<file path="config.mk">
export PLATFORM = sky130hd
export DESIGN_NAME = ts_pkt_sched
export DESIGN_NICKNAME = d
export VERILOG_FILES = /design/src/rtl/ts_sched_pkg.sv /design/src/rtl/ts_slot_timer.sv /design/src/rtl/ts_src_arbiter.sv /design/src/rtl/ts_pkt_engine.sv /design/src/rtl/ts_pkt_sched.sv
export SDC_FILE = /design/constraint.sdc
export NUM_CORES = 1
export LEC_CHECK = 0
export CORE_MARGIN = 2
export CORE_UTILIZATION = 50
export CTS_BUF_LIST = sky130_fd_sc_hd__clkbuf_2 sky130_fd_sc_hd__clkbuf_4 sky130_fd_sc_hd__clkbuf_8
export CTS_CLUSTER_DIAMETER = 100
export DETAILED_ROUTE_END_ITERATION = 10
export PLACE_DENSITY = 0.89
export SLEW_MARGIN = 20
export SYNTH_ARGS = -nofsm -noshare
export SYNTH_HDL_FRONTEND = slang
export SYNTH_SLANG_ARGS = --single-unit
</file>
<file path="constraint.sdc">
create_clock -name clk -period 6.9 [get_ports clk]
set_input_delay 1.38 -clock clk [delete_from_list [all_inputs] [get_ports clk]]
set_output_delay 1.38 -clock clk [all_outputs]
set_load 0.005 [all_outputs]
</file>
<file path="src/rtl/ts_sched_pkg.sv">
package ts_sched_pkg;

  localparam logic [7:0]  SYNC_BYTE = 8'h47;
  localparam logic [12:0] NULL_PID  = 13'h1FFF;
  localparam logic [7:0]  NULL_FLAGS = 8'h10;   // payload only, counter zero
  localparam logic [7:0]  FILL_BYTE = 8'hFF;

  // Byte idx of an internally generated null packet.
  function automatic logic [7:0] null_pkt_byte(input int unsigned idx);
    case (idx)
      0:       return SYNC_BYTE;
      1:       return {3'b000, NULL_PID[12:8]};
      2:       return NULL_PID[7:0];
      3:       return NULL_FLAGS;
      default: return FILL_BYTE;
    endcase
  endfunction

  // Byte idx of a source packet with sync and PID fields overwritten.
  function automatic logic [7:0] stamp_byte(input int unsigned idx,
                                            input logic [7:0] raw,
                                            input logic [12:0] pid);
    case (idx)
      0:       return SYNC_BYTE;
      1:       return {raw[7:5], pid[12:8]};
      2:       return pid[7:0];
      default: return raw;
    endcase
  endfunction

endpackage

</file>
<file path="src/rtl/ts_slot_timer.sv">
module ts_slot_timer #(
  parameter int SLOT_GAP     = 3,
  parameter int WINDOW_SLOTS = 8,
  parameter int CAP_W        = 4
) (
  input  logic             clk,
  input  logic             rst_n,
  input  logic             idle,
  input  logic             grant_null,
  input  logic [CAP_W-1:0] null_cap,
  output logic             slot_tick,
  output logic             null_ok,
  output logic [CAP_W-1:0] null_used
);
  localparam int GAP_W = $clog2(SLOT_GAP + 2);
  localparam int WIN_W = (WINDOW_SLOTS > 1) ? $clog2(WINDOW_SLOTS) : 1;

  logic [GAP_W-1:0] gap_cnt;
  logic [WIN_W-1:0] win_cnt;
  logic             win_last;

  assign slot_tick = idle && (gap_cnt == GAP_W'(SLOT_GAP));
  assign win_last  = (win_cnt == WIN_W'(WINDOW_SLOTS - 1));
  assign null_ok   = (null_used < null_cap);

  always_ff @(posedge clk) begin
    if (!rst_n) begin
      gap_cnt <= '0;
    end else if (!idle || slot_tick) begin
      gap_cnt <= '0;
    end else begin
      gap_cnt <= gap_cnt + 1'b1;
    end
  end

  always_ff @(posedge clk) begin
    if (!rst_n) begin
      win_cnt   <= '0;
      null_used <= '0;
    end else if (slot_tick) begin
      if (win_last) begin
        win_cnt   <= '0;
        null_used <= '0;
      end else begin
        win_cnt   <= win_cnt + 1'b1;
        null_used <= null_used + CAP_W'(grant_null);
      end
    end
  end

endmodule

</file>
<file path="src/rtl/ts_src_arbiter.sv">
module ts_src_arbiter #(
  parameter int NUM_ES  = 2,
  parameter int NUM_TBL = 4,
  localparam int NUM_SRC = NUM_ES + NUM_TBL
) (
  input  logic               clk,
  input  logic               rst_n,
  input  logic [NUM_ES-1:0]  es_ready,
  input  logic [NUM_TBL-1:0] tbl_req,
  input  logic               slot_tick,
  input  logic               null_ok,
  output logic [NUM_SRC:0]   grant,
  output logic [NUM_TBL-1:0] tbl_pend
);
  logic [NUM_SRC-1:0] req;
  logic [NUM_SRC-1:0] pick;

  assign req  = {tbl_pend, es_ready};
  assign pick = req & (~req + 1'b1);   // lowest set bit wins

  assign grant[NUM_SRC-1:0] = slot_tick ? pick : '0;
  assign grant[NUM_SRC]     = slot_tick && (req == '0) && null_ok;

  always_ff @(posedge clk) begin
    if (!rst_n) begin
      tbl_pend <= '0;
    end else begin
      tbl_pend <= (tbl_pend & ~grant[NUM_SRC-1:NUM_ES]) | tbl_req;
    end
  end

endmodule

</file>
<file path="src/rtl/ts_pkt_engine.sv">
module ts_pkt_engine
  import ts_sched_pkg::*;
#(
  parameter int NUM_SRC   = 6,
  parameter int PKT_BYTES = 188,
  parameter logic [NUM_SRC-1:0][12:0] SRC_PID = '0
) (
  input  logic                 clk,
  input  logic                 rst_n,
  input  logic [NUM_SRC:0]     grant,
  input  logic [NUM_SRC*8-1:0] src_byte,
  output logic                 busy,
  output logic                 pkt_start,
  output logic [7:0]           pkt_byte,
  output logic [NUM_SRC:0]     pid_flag,
  output logic [NUM_SRC-1:0]   src_rd
);
  localparam int IDX_W = $clog2(PKT_BYTES);

  logic [IDX_W-1:0] idx;
  logic             last_byte;
  logic [NUM_SRC-1:0][7:0]  raw_m;
  logic [NUM_SRC-1:0][12:0] pid_m;
  logic [7:0]  raw_sel;
  logic [12:0] pid_sel;

  assign last_byte = busy && (idx == IDX_W'(PKT_BYTES - 1));

  always_ff @(posedge clk) begin
    if (!rst_n) begin
      busy     <= 1'b0;
      idx      <= '0;
      pid_flag <= '0;
    end else if (!busy) begin
      if (grant != '0) begin
        busy     <= 1'b1;
        idx      <= '0;
        pid_flag <= grant;
      end
    end else if (last_byte) begin
      busy     <= 1'b0;
      idx      <= '0;
      pid_flag <= '0;
    end else begin
      idx <= idx + 1'b1;
    end
  end

  for (genvar g = 0; g < NUM_SRC; g++) begin : g_src_lane
    assign raw_m[g] = pid_flag[g] ? src_byte[g*8 +: 8] : 8'h00;
    assign pid_m[g] = pid_flag[g] ? SRC_PID[g] : 13'h0;
  end

  always_comb begin
    raw_sel = '0;
    pid_sel = '0;
    for (int i = 0; i < NUM_SRC; i++) begin
      raw_sel = raw_sel | raw_m[i];
      pid_sel = pid_sel | pid_m[i];
    end
  end

  always_comb begin
    if (!busy) begin
      pkt_byte = 8'h00;
    end else if (pid_flag[NUM_SRC]) begin
      pkt_byte = null_pkt_byte(32'(idx));
    end else begin
      pkt_byte = stamp_byte(32'(idx), raw_sel, pid_sel);
    end
  end

  assign pkt_start = busy && (idx == '0);
  assign src_rd    = pid_flag[NUM_SRC-1:0];

endmodule

</file>
<file path="src/rtl/ts_pkt_sched.sv">
module ts_pkt_sched #(
  parameter int NUM_ES       = 2,
  parameter int NUM_TBL      = 4,
  parameter int PKT_BYTES    = 188,
  parameter int SLOT_GAP     = 3,
  parameter int WINDOW_SLOTS = 8,
  parameter int CAP_W        = 4,
  parameter logic [NUM_ES+NUM_TBL-1:0][12:0] SRC_PID =
    {13'h1001, 13'h001F, 13'h1000, 13'h0000, 13'h0101, 13'h0100}
) (
  input  logic                          clk,
  input  logic                          rst_n,
  input  logic [NUM_ES-1:0]             src_ready,
  input  logic [NUM_TBL-1:0]            tbl_req,
  input  logic [(NUM_ES+NUM_TBL)*8-1:0] src_byte,
  input  logic [CAP_W-1:0]              null_cap,
  output logic [NUM_ES+NUM_TBL-1:0]     src_rd,
  output logic [7:0]                    pkt_byte,
  output logic                          pkt_start,
  output logic                          busy,
  output logic [NUM_ES+NUM_TBL:0]       pid_flag
);
  localparam int NUM_SRC = NUM_ES + NUM_TBL;

  logic               slot_tick;
  logic               null_ok;
  logic [CAP_W-1:0]   null_used;
  logic [NUM_SRC:0]   grant;
  logic [NUM_TBL-1:0] tbl_pend;

  ts_slot_timer #(
    .SLOT_GAP(SLOT_GAP), .WINDOW_SLOTS(WINDOW_SLOTS), .CAP_W(CAP_W)
  ) i_timer (
    .clk(clk), .rst_n(rst_n), .idle(!busy), .grant_null(grant[NUM_SRC]),
    .null_cap(null_cap), .slot_tick(slot_tick), .null_ok(null_ok),
    .null_used(null_used)
  );

  ts_src_arbiter #(.NUM_ES(NUM_ES), .NUM_TBL(NUM_TBL)) i_arb (
    .clk(clk), .rst_n(rst_n), .es_ready(src_ready), .tbl_req(tbl_req),
    .slot_tick(slot_tick), .null_ok(null_ok), .grant(grant),
    .tbl_pend(tbl_pend)
  );

  ts_pkt_engine #(
    .NUM_SRC(NUM_SRC), .PKT_BYTES(PKT_BYTES), .SRC_PID(SRC_PID)
  ) i_eng (
    .clk(clk), .rst_n(rst_n), .grant(grant), .src_byte(src_byte),
    .busy(busy), .pkt_start(pkt_start), .pkt_byte(pkt_byte),
    .pid_flag(pid_flag), .src_rd(src_rd)
  );

endmodule

</file>
==> metrics.txt, run 1 <==
Sequential Power Share=40.5%; Multi-input gate area=1410 µm²; CP startpoint=src_byte[30]; status=completed; Synth cell types=54; # DRC=0; ant diodes=0; R2R setup slack=4.06 ns; delay-heaviest family, CP=buffers and inverters; Max VDD drop=0.153 mV; Rows=24; routed wire length=6350 µm; synthesized area per cell=8.04 µm²; DRT iter0 DRCs=179; Slew Viols, Final=0; setup ws final=2.47 ns; Main synth FF type=dfxtp_1; largest family of logic cells by synthesized area=compound AO/OA/AOI/OAI gates; Die Wd=70.5 µm; final-report setup violation count=0; clk_skew=0.00506 ns; Final Wtd Congestion=0.806; Pre-antenna DRT Iters=4; max-cap viol count=0; area grow syn2layout=37.6%; xor/xnor share of the synthesized area=0%; Hold WS=0.424 ns; HP Class=register to register; pin count of the biggest net entering global routing=38; # resized after CTS=0; Core Box Area=4290 µm²; switching share of power=26.8%; Crit path largest cell delay=0.45 ns; post-synth top area share=27.1%; H-tree depth=2; fin area=3040 µm²; asr flop ratio synth=0%; max_slew headroom=44.2%; RR Endpoint=i_timer.null_used[2]$_SDFFE_PN0N_; mapped cell area=2210 µm²; Seq/Total Area, Yosys=27.1%; worst path cell trace=clkdlybuf4s50_1 > a22oi_1 > nand3_1 > a221o_1 > o311a_1 > clkdlybuf4s50_1; Tot Pwr=0.477 mW; clk_lat worst skew=0.29 ns; FF-to-FF Start=i_timer.gap_cnt[0]$_SDFF_PP0_; total track usage=26.0%; GRT overflow=0; Root Buffer=clkbuf_8; top cells by area, synth=dfxtp_1 27%, ha_1 7.4%, a22oi_1 7.1%; critical path class=primary input to primary output; Max Clock Freq=225 MHz; Worst Setup Start Kind=primary input; CP Max Fanout=1; Hold Fails Final Rpt=0; leak pwr=1.12 nW; post-DP HPWL=4790 µm; minimum clock period=4.43 ns; CP max stage cell=clkdlybuf4s50_1; first-pass GRT wire length=10600 µm; register area=601 µm²; Ports=83; crit path capture type=primary output; Synth Area in Compound Gates=29.6%; die area=4970 µm²; Post-CTS Hold Fix Bufs=0; Worst-Margin Slew=0.837 ns; P_int=0.349 mW; via count=2411; Critical Path AT=3.05 ns; Initial Util=51.5%; Worst-path clk slew=0.06 ns; Post-DP Area=2940 µm²; EDFF count, synth=0; clock buffer depth=2; Clk pwr share=36.4%; Mapped Nets=348; CP dominant cell by count=clkdlybuf4s50_1; Psw=0.128 mW; Adder-Cell Fraction of Synth Area=7.35%; total setup buffers inserted after CTS=0; reg2reg path depth=10; I/O Buffers=82; vias per cell=6.21; worst hold endpoint=i_timer.gap_cnt[0]$_SDFF_PP0_; synth warn=0; Worst Hold Depth=1; Comb power frac=23.1%; Worst Path Required=5.52 ns; share of layout cells above drive strength 1=5.65%; cell taking the most area after synthesis=dfxtp_1; final worst-path cycle share=64.3%; Post-Synth Simple-Gate Area=26.8%; total CTS buffers=5; crit path buf inv count=2; pre-CTS setup slack=2.46 ns; initial antenna violation count=0; pwr/cell area=157 nW/µm²; Synth Instances=275; fillers=347; Hold Crit Start=i_timer.gap_cnt[0]$_SDFF_PP0_; TNS Setup=0 ns; CTS tree=yes; Yosys reg bits=30; RSZ-0062 raised after global routing=no; multiplexer share of the synthesized area=0%; post-route ant nets=0; number of global-route vias before repair=2279; average wire per standard cell=16.4 µm; TritonCTS Sinks=30; nets=408; Die H=70.5 µm
-- placed cells by master (no fill, tap or decap), drive strengths merged, types with 2 or more instances in the layout --
master         count
and2               2
nor3b              2
a21o               2
and4b              2
a22oi             21
ha                13
o21a               3
nand2             14
dfxtp             30
nand2b             4
clkinv             3
nor2b              2
nand4b             3
nor4b              4
o311a              3
nand3b             3
o211ai             3
clkdlybuf4s50     81
a31oi              6
or4                2
nor3               8
a41oi              2
a21oi             14
nand3             25
nor2              16
o21ai             19
nor4               4
inv               10
clkbuf             5
a221o              3
o211a              2
nand4              5
and3               3
and4               2
-- state kept, by name, summed over array words and instances (netlist names) --
| register | cells |
|---|---|
| i_eng.busy | 1 |
| i_timer.win_cnt | 3 |
| i_timer.null_used | 4 |
| i_eng.pid_flag | 7 |
| i_arb.tbl_pend | 4 |
| i_eng.idx | 8 |
| i_timer.gap_cnt | 3 |
-- worst reg2reg max path: stages, from the launching register on --
cell and delay, ns:
dfxtp_1 0.34, ha_1 0.15, ha_1 0.24, nor4b_4 0.34, nand2_2 0.12, a311oi_4 0.71
ha_1 0.34, ha_1 0.17, nor4b_1 0.22, a21oi_1 0.07, nor2_1 0.08
-- worst max path at each step --
stage | endpoint | slack, ns | cells after the start
finish | pkt_byte[6] | 2.47 | 6
global placement | pkt_byte[6] | 2.50 | 6
global route | pkt_byte[6] | 2.42 | 6
detailed placement | pkt_byte[6] | 2.46 | 6
CTS | pkt_byte[6] | 2.46 | 6
floorplan | pkt_byte[6] | 3.48 | 4
-- power by group through the flow --
stage	sequential [mW]	clock (mW)	combinational, mW
global placement	0.196	0	0.108
floorplan	0.190	0	0.0606
finish	0.193	0.173	0.110
global route	0.194	0.183	0.120
CTS	0.193	0.177	0.111
detailed placement	0.197	0	0.111
-- kinds of logic (layout without fill, tap and decap cells) --
family / Yosys count / after routing
fa+ha+maj: 13 / 13
simple gates: 102 / 102
flops: 30 / 30
buf+inv: 40 / 101
compound gates: 90 / 90
-- metrics by stage --
| step | instances | utilization [%] |
|---|---|---|
| after global routing | 388 | 70.9 |
| after floorplan | 275 | - |
| after CTS | 388 | 71.0 |
| after global placement | 380 | 68.4 |
| after detailed placement | 380 | 68.4 |
| final | 388 | 70.9 |
-- routing by layer --
| layer | vias up | share of wire, % | GRT usage, % |
|---|---|---|---|
| met5 | - | 0 | 0 |
| met4 | 0 | 2.3 | 10.9 |
| met3 | 14 | 7.3 | 4.47 |
| met2 | 106 | 50 | 45.9 |
| met1 | 1119 | 40 | 30.9 |
| li1 | 1172 | - | - |
-- final cells by class --
type / instances / share of cell area, %
Clock buffer: 5 / 2.26
Clock inverter: 3 / 1.32
Inverter: 11 / 1.36
Multi-Input combinational cell: 205 / 46.4
Sequential cell: 30 / 19.7
Tap cell: 52 / 2.14
Timing Repair Buffer: 82 / 26.8
-- Yosys cell counts (4+ instances only) --
cell and instances:
inv_1 10, a31oi_1 6, a22oi_1 21, ha_1 13, buf_2 4, clkbuf_1 16
dfxtp_1 30, buf_4 6, nand4_1 5, nand3_1 25, nor3_1 8, nand2_1 13
nand2b_1 4, nor2_1 16, o21ai_0 11, a21oi_1 14, o21ai_1 6
Note: power is estimated with default switching activity, not from simulation.
==> run 2: changes to the inputs <==
--- a/config.mk
+++ b/config.mk
@@ -6,11 +6,11 @@
 export NUM_CORES = 1
 export LEC_CHECK = 0
 export CORE_MARGIN = 2
-export CORE_UTILIZATION = 50
+export CORE_UTILIZATION = 46
 export CTS_BUF_LIST = sky130_fd_sc_hd__clkbuf_2 sky130_fd_sc_hd__clkbuf_4 sky130_fd_sc_hd__clkbuf_8
 export CTS_CLUSTER_DIAMETER = 100
 export DETAILED_ROUTE_END_ITERATION = 10
-export PLACE_DENSITY = 0.89
+export PLACE_DENSITY = 0.83
 export SLEW_MARGIN = 20
 export SYNTH_ARGS = -nofsm -noshare
 export SYNTH_HDL_FRONTEND = slang
==> constraint.sdc (replaced) <==
create_clock -name clk -period 4.3 [get_ports clk]
set_input_delay 0.86 -clock clk [delete_from_list [all_inputs] [get_ports clk]]
set_output_delay 0.86 -clock clk [all_outputs]
set_load 0.005 [all_outputs]
==> run 2 against run 1 <==
Effect of this change: clock power up 39%; sequential power up 61%; utilization down 5.8 points; total power up 53%; first-iteration DRC count down 30%; combinational power up 60%; worst setup slack worse by 1.8 ns; non-clock buffer count up 2; critical path type is now register to primary output; largest power group unchanged; highest routed layer unchanged.
==> metrics.txt, run 2 (synthesized netlist as in run 1, its figures left out) <==
Worst Setup Start Kind=register; fillers=430 (+24%); share of layout cells above drive strength 1=5.92% (+0.26 points); first-pass GRT wire length=10400 µm (-1.4%); R2R setup slack=1.90 ns (-2.16 ns); Initial Util=47.1% (-4.4 points); die area=5380 µm² (+8.2%); Pre-antenna DRT Iters=4 (unchanged); Multi-input gate area=1410 µm² (unchanged); final worst-path cycle share=83.8%; max FFs per register=8 (unchanged); TNS Setup=0 ns (unchanged); Core Box Area=4690 µm² (+9.3%); RSZ-0062 raised after global routing=no; total track usage=24.5% (-1.4 points); crit path capture type=primary output; leak pwr=1.12 nW (+0.36%); total CTS buffers=5 (unchanged); Slew Viols, Final=0 (unchanged); critical path class=register to primary output; final-report setup violation count=0 (unchanged); nets=410 (+0.49%); area grow syn2layout=38.0%; reg2reg path depth=10 (unchanged); number of global-route vias before repair=2223 (-2.5%); Hold Crit Start=i_timer.gap_cnt[0]$_SDFF_PP0_; register area=601 µm² (unchanged); post-DP HPWL=4700 µm (-1.8%); Worst Path Required=3.44 ns (-2.08 ns); average wire per standard cell=16.3 µm (-0.40%); commonest non-fill, non-tap cells in the layout=82 x clkdlybuf4s50_1, 30 x dfxtp_1, 25 x nand3_1, 21 x a22oi_1, 16 x nor2_1; # resized after CTS=0 (unchanged); Ports=83 (unchanged); Top Registers=i_eng.idx (8), i_eng.pid_flag (7); post-route ant nets=0 (unchanged); clk_skew=0.00649 ns (+0.00144 ns); Max Clock Freq=277 MHz; Max VDD drop=0.241 mV (+57%); Post-DP Area=2960 µm² (+0.60%); max_slew headroom=54.0% (+9.8 points); Die Wd=73.3 µm (+4.0%); Worst-Margin Slew=0.689 ns (-0.148 ns); vias per cell=6.14 (-1.3%); total setup buffers inserted after CTS=0 (unchanged); DRT iter0 DRCs=125 (-30%); via count=2405 (-0.25%); I/O Buffers=82 (unchanged); HP Class=register to register; Worst Hold Depth=1 (unchanged); fin area=3050 µm² (+0.29%); RR Endpoint=i_timer.null_used[2]$_SDFFE_PN0N_; Tot Pwr=0.727 mW (+53%); minimum clock period=3.61 ns; status=completed; worst hold endpoint=i_timer.gap_cnt[0]$_SDFF_PP0_; FF-to-FF Start=i_timer.gap_cnt[0]$_SDFF_PP0_; Critical Path AT=2.75 ns (-0.30 ns); pwr/cell area=238 nW/µm² (+52%); pin count of the biggest net entering global routing=38 (unchanged); TritonCTS Sinks=30 (unchanged); H-tree depth=2 (unchanged); Post-CTS Hold Fix Bufs=0 (unchanged); Root Buffer=clkbuf_8; # DRC=0 (unchanged); clk_lat worst skew=0.29 ns (about the same); clock buffer depth=2 (unchanged); initial antenna violation count=0 (unchanged); commonest non-fill, non-tap cell in the layout=clkdlybuf4s50_1; Die H=73.3 µm (+4.0%); routed wire length=6390 µm (+0.63%); Final Wtd Congestion=0.797 (-1.1%); max-cap viol count=0 (unchanged); GRT overflow=0 (unchanged); ant diodes=0 (unchanged); Hold Fails Final Rpt=0 (unchanged); CP Max Fanout=9 (+8); Rows=25 (+4.2%); CTS tree=yes; Worst-path clk slew=0.06 ns (about the same); largest register by flop count=i_eng.idx
## run 2: area by class of cell
| cell class | instances | share of cell area [%] |
|---|---|---|
| timing repair buffer | 84 | 27.4 |
| multi-input combinational | 205 | 46.2 |
| tap | 54 | 2.21 |
| clock inverter | 1 | 0.164 |
| sequential | 30 | 19.7 |
| inverter | 11 | 1.35 |
| clock buffer | 7 | 2.95 |
## run 2: where the power goes
group          total (mW)  switching (mW)  internal, mW  leakage [nW]
combinational       0.176          0.0764        0.0999         0.829
clock               0.241           0.106         0.135        0.0517
sequential          0.310          0.0188         0.291         0.244
## run 2: worst max-delay path by stage
stage | from | to | slack, ns | cells past startpoint
floorplan | null_cap[3] | i_timer.null_used[2]$_SDFFE_PN0N_ | 1.46 | 10
global placement | src_byte[30] | pkt_byte[6] | 0.98 | 6
detailed placement | src_byte[30] | pkt_byte[6] | 0.93 | 6
CTS | i_eng.idx[0]$_SDFFE_PN0P_ | pkt_byte[3] | 0.70 | 7
global route | i_eng.idx[0]$_SDFFE_PN0P_ | pkt_byte[4] | 0.49 | 7
finish | i_eng.idx[0]$_SDFFE_PN0P_ | pkt_byte[3] | 0.69 | 7
## run 2: per-layer routing
metal | vias up | wire [µm] | track usage [%]
met5 | - | 0 | 0
met4 | 0 | 136 | 9.09
met3 | 12 | 466 | 4.53
met2 | 102 | 3170 | 42.8
met1 | 1121 | 2620 | 29.9
li1 | 1170 | - | -
## run 2: through the flow
stage | std cells | setup slack, ns | hold WS [ns] | util [%]
2_1_floorplan | 275 | 1.46 | 0.398 | -
3_3_place_gp | 384 | 0.983 | 0.415 | 63.0
3_5_place_dp | 384 | 0.934 | 0.420 | 63.0
4_1_cts | 392 | 0.699 | 0.430 | 65.0
5_1_grt | 392 | 0.489 | 0.447 | 65.0
6_report | 392 | 0.695 | 0.424 | 65.0
## run 2: critical path: stages, from the launching register on
cell and delay, ns:
dfxtp_1 0.44, inv_1 0.10, ha_1 0.31, or2_2 0.32, o211ai_1 0.40, a221o_1 0.22, o311a_1 0.16, clkdlybuf4s50_1 0.51
